==> src/rtl/dma_req_pkg.sv <==
package dma_req_pkg;

  // request source selected by the 2-bit mode field
  typedef enum logic [1:0] {
    SRC_FULL   = 2'd0,
    SRC_CAPPED = 2'd1,
    SRC_LEVEL  = 2'd2,
    SRC_PULSE  = 2'd3
  } req_src_e;

  typedef enum logic [1:0] {
    CH_IDLE = 2'd0,
    CH_ASK  = 2'd1,
    CH_OWN  = 2'd2
  } ch_state_e;

endpackage

==> src/rtl/dma_req_sync.sv <==
// Synchroniser for the peripheral request line, plus the two-falling-edge
// qualifier used by the pulsed mode.
module dma_req_sync #(
  parameter int SYNC_LEN = 2
) (
  input  logic clk,
  input  logic rst_n,
  input  logic dreq_n,
  output logic dreq_act,
  output logic pulse_hit
);

  logic [SYNC_LEN-1:0] chain_q;
  logic fe_smp_q, fe_prev_q, fe_lock_q;

  generate
    if (SYNC_LEN == 1) begin : g_one
      always_ff @(posedge clk or negedge rst_n) begin
        if (!rst_n) chain_q <= '1;
        else        chain_q <= dreq_n;
      end
    end else begin : g_many
      always_ff @(posedge clk or negedge rst_n) begin
        if (!rst_n) chain_q <= '1;
        else        chain_q <= {chain_q[SYNC_LEN-2:0], dreq_n};
      end
    end
  endgenerate

  assign dreq_act = ~chain_q[SYNC_LEN-1];

  // capture at the falling edge
  always_ff @(negedge clk or negedge rst_n) begin
    if (!rst_n) fe_smp_q <= 1'b0;
    else        fe_smp_q <= dreq_act;
  end

  // fe_prev_q holds the sample of the falling edge before fe_smp_q
  assign pulse_hit = fe_smp_q & fe_prev_q & ~fe_lock_q;

  always_ff @(posedge clk or negedge rst_n) begin
    if (!rst_n) begin
      fe_prev_q <= 1'b0;
      fe_lock_q <= 1'b0;
    end else begin
      fe_prev_q <= fe_smp_q;
      fe_lock_q <= fe_smp_q ? (fe_lock_q | pulse_hit) : 1'b0;
    end
  end

endmodule

==> src/rtl/dma_req_throttle.sv <==
// Free-running window and owned-cycle counter for the duty-capped mode.
module dma_req_throttle #(
  parameter int WIN_LEN = 1024,
  parameter int CNT_W   = $clog2(WIN_LEN) + 1
) (
  input  logic       clk,
  input  logic       rst_n,
  input  logic [1:0] bw_sel,
  input  logic       owned,
  output logic       under_quota,
  output logic       room_after
);

  localparam int WIN_W   = $clog2(WIN_LEN);
  localparam int QUARTER = WIN_LEN / 4;

  logic [WIN_W-1:0] win_q;
  logic [CNT_W-1:0] used_q, quota;
  logic             wrap;

  assign wrap = (win_q == WIN_W'(WIN_LEN - 1));

  always_comb begin
    case (bw_sel)
      2'd2:    quota = CNT_W'(QUARTER * 2);
      2'd3:    quota = CNT_W'(QUARTER * 3);
      default: quota = CNT_W'(QUARTER);
    endcase
  end

  always_ff @(posedge clk or negedge rst_n) begin
    if (!rst_n) begin
      win_q  <= '0;
      used_q <= '0;
    end else begin
      win_q  <= wrap ? '0 : win_q + 1'b1;
      if (wrap)       used_q <= '0;
      else if (owned) used_q <= used_q + 1'b1;
    end
  end

  assign under_quota = used_q < quota;
  assign room_after  = (used_q + 1'b1) < quota;

endmodule

==> src/rtl/dma_req_gen.sv <==
module dma_req_gen
  import dma_req_pkg::*;
#(
  parameter int WIN_LEN  = 1024,
  parameter int SYNC_LEN = 2
) (
  input  logic       clk,
  input  logic       rst_n,
  input  logic       cfg_start,
  input  logic [1:0] cfg_mode,
  input  logic [1:0] cfg_bw,
  input  logic       cfg_ack_dst,
  input  logic       dreq_n,
  input  logic       bus_grant,
  input  logic       bus_phase_wr,
  input  logic       op_done,
  input  logic       blk_done,
  output logic       bus_req,
  output logic       dack,
  output logic       dack_wr,
  output logic       bus_release
);

  localparam int CNT_W = $clog2(WIN_LEN) + 1;

  req_src_e  mode;
  ch_state_e st_q, st_d;

  logic dreq_act, pulse_hit, under_quota, room_after;
  logic fin_q, pend_q, keep_q;
  logic run_now, want, owned, cont, keep_now, ask_hold, grant_take, stop_now, ext_mode;

  assign mode = req_src_e'(cfg_mode);

  dma_req_sync #(.SYNC_LEN(SYNC_LEN)) u_sync (
    .clk       (clk),
    .rst_n     (rst_n),
    .dreq_n    (dreq_n),
    .dreq_act  (dreq_act),
    .pulse_hit (pulse_hit)
  );

  dma_req_throttle #(.WIN_LEN(WIN_LEN), .CNT_W(CNT_W)) u_thr (
    .clk         (clk),
    .rst_n       (rst_n),
    .bw_sel      (cfg_bw),
    .owned       (owned),
    .under_quota (under_quota),
    .room_after  (room_after)
  );

  always_comb begin
    run_now  = cfg_start & ~fin_q & ~blk_done;
    owned    = (st_q == CH_OWN);
    ext_mode = cfg_mode[1];
    dack     = owned & ext_mode & (bus_phase_wr == cfg_ack_dst);
    dack_wr  = dack & bus_phase_wr;
    keep_now = keep_q | (dack & dreq_act);

    case (mode)
      SRC_FULL:   want = 1'b1;
      SRC_CAPPED: want = under_quota;
      SRC_LEVEL:  want = dreq_act;
      SRC_PULSE:  want = pend_q;
      default:    want = 1'b0;
    endcase

    case (mode)
      SRC_FULL:   cont = 1'b1;
      SRC_CAPPED: cont = room_after;
      SRC_LEVEL:  cont = keep_now;
      default:    cont = 1'b0;
    endcase

    ask_hold = ((mode == SRC_CAPPED) & ~under_quota) |
               ((mode == SRC_LEVEL) & ~dreq_act);
    stop_now = owned & (~run_now | (op_done & ~cont));

    st_d = st_q;
    case (st_q)
      CH_IDLE: if (run_now && want) st_d = CH_ASK;
      CH_ASK: begin
        if (!run_now || ask_hold) st_d = CH_IDLE;
        else if (bus_grant)       st_d = CH_OWN;
      end
      CH_OWN:  if (stop_now) st_d = CH_IDLE;
      default: st_d = CH_IDLE;
    endcase

    grant_take = (st_q == CH_ASK) & (st_d == CH_OWN);
  end

  always_ff @(posedge clk or negedge rst_n) begin
    if (!rst_n) begin
      st_q   <= CH_IDLE;
      fin_q  <= 1'b0;
      pend_q <= 1'b0;
      keep_q <= 1'b0;
    end else begin
      st_q <= st_d;

      if (!cfg_start)    fin_q <= 1'b0;
      else if (blk_done) fin_q <= 1'b1;

      if (!run_now)                             pend_q <= 1'b0;
      else if (pulse_hit && mode == SRC_PULSE)  pend_q <= 1'b1;
      else if (grant_take)                      pend_q <= 1'b0;

      if (!owned || op_done)        keep_q <= 1'b0;
      else if (dack && dreq_act)    keep_q <= 1'b1;
    end
  end

  assign bus_req     = (st_q != CH_IDLE);
  assign bus_release = stop_now;

endmodule

==> config.mk <==
export PLATFORM = sky130hd
export DESIGN_NAME = dma_req_gen
export DESIGN_NICKNAME = d
export VERILOG_FILES = /design/src/rtl/dma_req_pkg.sv /design/src/rtl/dma_req_sync.sv /design/src/rtl/dma_req_throttle.sv /design/src/rtl/dma_req_gen.sv
export SDC_FILE = /design/constraint.sdc
export NUM_CORES = 1
export LEC_CHECK = 0
export BUFFER_PORTS_ARGS = -buffer_cell sky130_fd_sc_hd__buf_4
export CELL_PAD_IN_SITES_DETAIL_PLACEMENT = 1
export CELL_PAD_IN_SITES_GLOBAL_PLACEMENT = 1
export CORE_ASPECT_RATIO = 0.75
export CORE_MARGIN = 5
export CORE_UTILIZATION = 41
export DETAILED_ROUTE_END_ITERATION = 8
export PLACE_DENSITY_LB_ADDON = 0.1
export SKIP_LAST_GASP = 1
export SLEW_MARGIN = 20
export SYNTH_ARGS = -nofsm -noshare
export SYNTH_HDL_FRONTEND = slang
export SYNTH_HIERARCHICAL = 1
export SYNTH_SLANG_ARGS = --single-unit
==> constraint.sdc <==
create_clock -name clk -period 2.59 [get_ports clk]
set_input_delay 0.259 -clock clk [delete_from_list [all_inputs] [get_ports clk]]
set_output_delay 0.259 -clock clk [all_outputs]
set_load 0.005 [all_outputs]
==> impl_results.md <==
- Cell with the biggest individual delay on the critical path: sky130_fd_sc_hd__or4_1
- Final ANT Viol Nets: 0
- Area overhead of the layout relative to synthesis: 24.9%
- Final instance area: a little over 0.002 mm2
- First-pass GRT wire length: 6.82 mm
- Number of rows created at floorplan: 19
- Area of the placeable core: approximately 0.0038 mm2
- Count of input and output buffers: 16
- Peak supply drop: between 0.3 and 0.4 mV
- Final critical path time including I/O delays and setup: ~2700 ps
- Power after layout: roughly 980 uW
- Delay contributed by the slowest stage of the critical path: about 400 ps
- Share of cell area taken by muxes after synthesis: less than 1%
- Fraction of layout instances using a drive strength above 1: roughly 32%
- Cell breakdown of the critical path: nand4_2 -> nor3_2 -> xor2_1 -> ha_2 -> nand2b_1 -> or4_1 -> a32oi_1 -> nor2b_1 -> o221ai_2 -> a21oi_2 -> buf_4
- Tightest Pin Transition: approximately 380 ps
- Number of detailed-route iterations in the first pass: 4
- Filler cell count in the final layout: around 460
- RSZ-0062 raised after global routing: yes
- Height of the die: between 60 and 70 um
- DR vias: approximately 1.3k
- Launching element type of the critical path: register
- DR WL/cell: 16.4 um
- Detailed router's first-iteration violation count: 65
- Global router's overall resource usage: 16.3%
- Floorplan die area: 0.00535 mm2
- I/O pins: 17
- Cell area after placement: about 0.0018 mm2
- Worst Setup Slack, final: -142 ps
- Final sum of negative setup slack: -142 ps
- Number of synthesized flops with an enable pin: 0
- Avg Cell Area, Syn: 10.5 um2
- Total power divided by cell area: 483 mW/mm2
- RePlAce Congestion: between 0.7 and 0.8
- Later-pin clock latency in the skew report: 290 ps
- Total number of nets in the final design: 211
- TritonCTS buffer count: 5
- Antenna violations before repair: 0
- Mapped Cells: 156
- Result of the run: complete, but fails checks
- Cell family contributing the most delay on the critical path: simple AND/OR/NAND/NOR gates
- Peak fanout along the critical path: 2
- Hold slack: ~75 ps
- Adder-cell area share of the yosys netlist: roughly 3.1%
- Number of design rule violations left after detail routing: 0
- Longest Clk Path Bufs: 2
- Number of global-route vias before repair: between 1k and 1.5k
- Dpl hpwl: 2.75 mm
- Vias/cell: about 5.4
- Final hold violations: 0
- Tcrit/Tclk final: 105%
- Global route total overflow: 0
- Endpoint kind of the worst setup timing path: primary output
- Violated checks: setup timing
- Netlist area before placement: between 0.0015 and 0.002 mm2
- Arr. time, crit path: between 2000 and 2500 ps
- Maximum clock rate: about 0.37 GHz
- Pin count of the biggest net entering global routing: 31
- Effective utilization at floorplan: 43.4%
- Placed Cells: between 200 and 250
- Largest family of logic cells by synthesized area: simple AND/OR/NAND/NOR gates
- CP bufs+invs: 1
- Final worst clock skew: approximately 6.6 ps
- Fraction of synthesis flops using an asynchronous set or reset pin: 100%
- Area fraction in compound gates after synthesis: 13.6%
- Clock tree root driver cell: sky130_fd_sc_hd__clkbuf_8
- Pins over their slew limit: 0
- Net count after synthesis: 173
- Width of the chip: 82.8 um
- Top_reg_cell synth: sky130_fd_sc_hd__dfrtp_1
- Data required time of the critical path: roughly 2300 ps
- #FFs+latches synth: 31
- Min-delay worst type: input port to register
- P_leak: slightly above 0.0009 uW
- Final routed wirelength across all metal layers: a little over 4 mm
- Yosys warns: 6
- Maximum capacitance violations: 0
- Synth Area in XOR/XNOR: between 5 and 6%
- Antenna Diode Count: 0
- Post-synthesis simple-gate area fraction: about a quarter
- Sequential fraction of the synthesis area: 47.7%
- H-tree levels: 2
- Critical path start-end classification: register to primary output
- Clock edge transition at the registers on the reported setup and hold paths: around 60 ps
- Clock sink count: 31
- Final setup violation count: 1
- Clock tree from TritonCTS: yes
- Max transition margin: about three quarters
- Number of standard cells in the layout, taps in and fillers out: 247
- Cell variety after synth: between 50 and 60
## state kept, by name (all words and copies together) (netlist names)
register / count
fin_q: 1
keep_q: 1
pend_q: 1
st_q: 2
u_sync/chain_q: 2
u_sync/fe_lock_q: 1
u_sync/fe_prev_q: 1
u_sync/fe_smp_q: 1
u_thr/used_q: 11
u_thr/win_q: 10
## per-stage QoR
stage | setup slack [ps] | util (%)
floorplan | 118 | -
global placement | 76.7 | 49.2
detailed placement | -20.9 | 49.2
CTS | -161 | 53.4
global route | -323 | 54.2
finish | -142 | 54.2
## cell usage after synthesis, drive strengths merged (2+ instances only)
cell     n  area (um2)
nand2   12        45.0
dfstp    2        52.6
nor3     4        20.0
ha       4        50.1
dfrtp   28         701
a21oi    9        52.6
or3      4        26.3
a211oi   2        20.0
o21a     2        15.0
or4b     2        23.8
inv      8        30.0
buf      4        28.8
nor2    11        43.8
xor2     7        61.3
nor4     2        27.5
o21ai    5        25.0
nand3    9        45.0
o31ai    5        37.5
nand2b   3        18.8
nand4    5        37.5
nor2b    2        12.5
or4      5        45.0
xnor2    4        35.0
nor3b    3        33.8
## report_power, final
group	switching, uW	internal (uW)	total [uW]
Sequential	11.3	501	512
Clock	174	188	362
Combinational	51.6	58.1	110
## placed cells by master (no fill, tap or decap), types with 2 or more instances in the layout
master | Yosys | layout
sky130_fd_sc_hd__nor2b_1 | 2 | 2
sky130_fd_sc_hd__nor2_1 | 10 | 10
sky130_fd_sc_hd__a21oi_1 | 7 | 6
sky130_fd_sc_hd__or3_1 | 3 | 3
sky130_fd_sc_hd__nor3_1 | 4 | 3
sky130_fd_sc_hd__clkbuf_8 | 0 | 5
sky130_fd_sc_hd__nor3b_1 | 2 | 2
sky130_fd_sc_hd__clkbuf_1 | 0 | 2
sky130_fd_sc_hd__nand2b_1 | 3 | 3
sky130_fd_sc_hd__inv_1 | 7 | 7
sky130_fd_sc_hd__o31ai_1 | 5 | 5
sky130_fd_sc_hd__buf_4 | 1 | 34
sky130_fd_sc_hd__dfrtp_1 | 28 | 27
sky130_fd_sc_hd__ha_1 | 4 | 3
sky130_fd_sc_hd__or4_1 | 3 | 3
sky130_fd_sc_hd__or4_4 | 2 | 2
sky130_fd_sc_hd__xor2_1 | 7 | 7
sky130_fd_sc_hd__nand4_1 | 4 | 4
sky130_fd_sc_hd__nand3_1 | 9 | 8
sky130_fd_sc_hd__o21a_1 | 2 | 2
sky130_fd_sc_hd__o21ai_0 | 4 | 4
sky130_fd_sc_hd__dfstp_2 | 2 | 2
sky130_fd_sc_hd__xnor2_1 | 4 | 4
sky130_fd_sc_hd__nand2_1 | 12 | 12
sky130_fd_sc_hd__a21oi_2 | 2 | 3
## metal layers
layer	GRT usage, %	part of all wire (%)	up-vias
met1	18.7	44	663
met3	4.43	2.7	9
met4	7.96	1.9	0
li1	-	-	641
met5	0	0	-
met2	28.6	51	14
## repair_timing
action | 4_1_cts | 5_1_grt
gates resized for setup | 5 | 1
cloned | 0 | 0
endpoints found under the setup margin | 1 | 2
hold buffers | 1 | 0
endpoints found under the hold margin | 1 | 0
buffers inserted | 6 | 4
pin swaps | 6 | 4
## cells by family after synthesis
group,Yosys count
AND/OR/NAND/NOR,67
AO/OA/AOI/OAI,30
XOR/XNOR,11
adder cells (fa/ha/maj),4
flip-flops,31
buffers and inverters,12
multiplexers,1
## final timing paths
check                                            start                          end  slack [ps]  depth (start not counted)
setup / recovery           u_thr/used_q[5]$_DFFE_PN0P_                  bus_release        -140                         11
hold / removal                                  dreq_n  u_sync/chain_q[0]$_DFF_PN1_          80                          1
setup reg to reg           u_thr/used_q[5]$_DFFE_PN0P_            st_q[1]$_DFF_PN0_         210                         12
hold reg to reg            u_sync/chain_q[0]$_DFF_PN1_  u_sync/chain_q[1]$_DFF_PN1_         360                          0
max in group asynchronous                        rst_n    u_sync/fe_smp_q$_DFF_NN0_        1000                          2
min in group asynchronous                        rst_n            fin_q$_DFFE_PN0P_         540                          3
## area by class of cell
| class | instances | area [um2] | share of cell area, % |
|---|---|---|---|
| multi-input combinational | 113 | 816 | 40.0 |
| sequential | 31 | 779 | 38.3 |
| timing repair buffer | 35 | 265 | 13.0 |
| clock buffer | 7 | 76.3 | 3.75 |
| tap | 52 | 65.1 | 3.19 |
| inverter | 8 | 30.0 | 1.47 |
| clock inverter | 1 | 5.00 | 0.246 |
(Power assumes the default switching activity.)
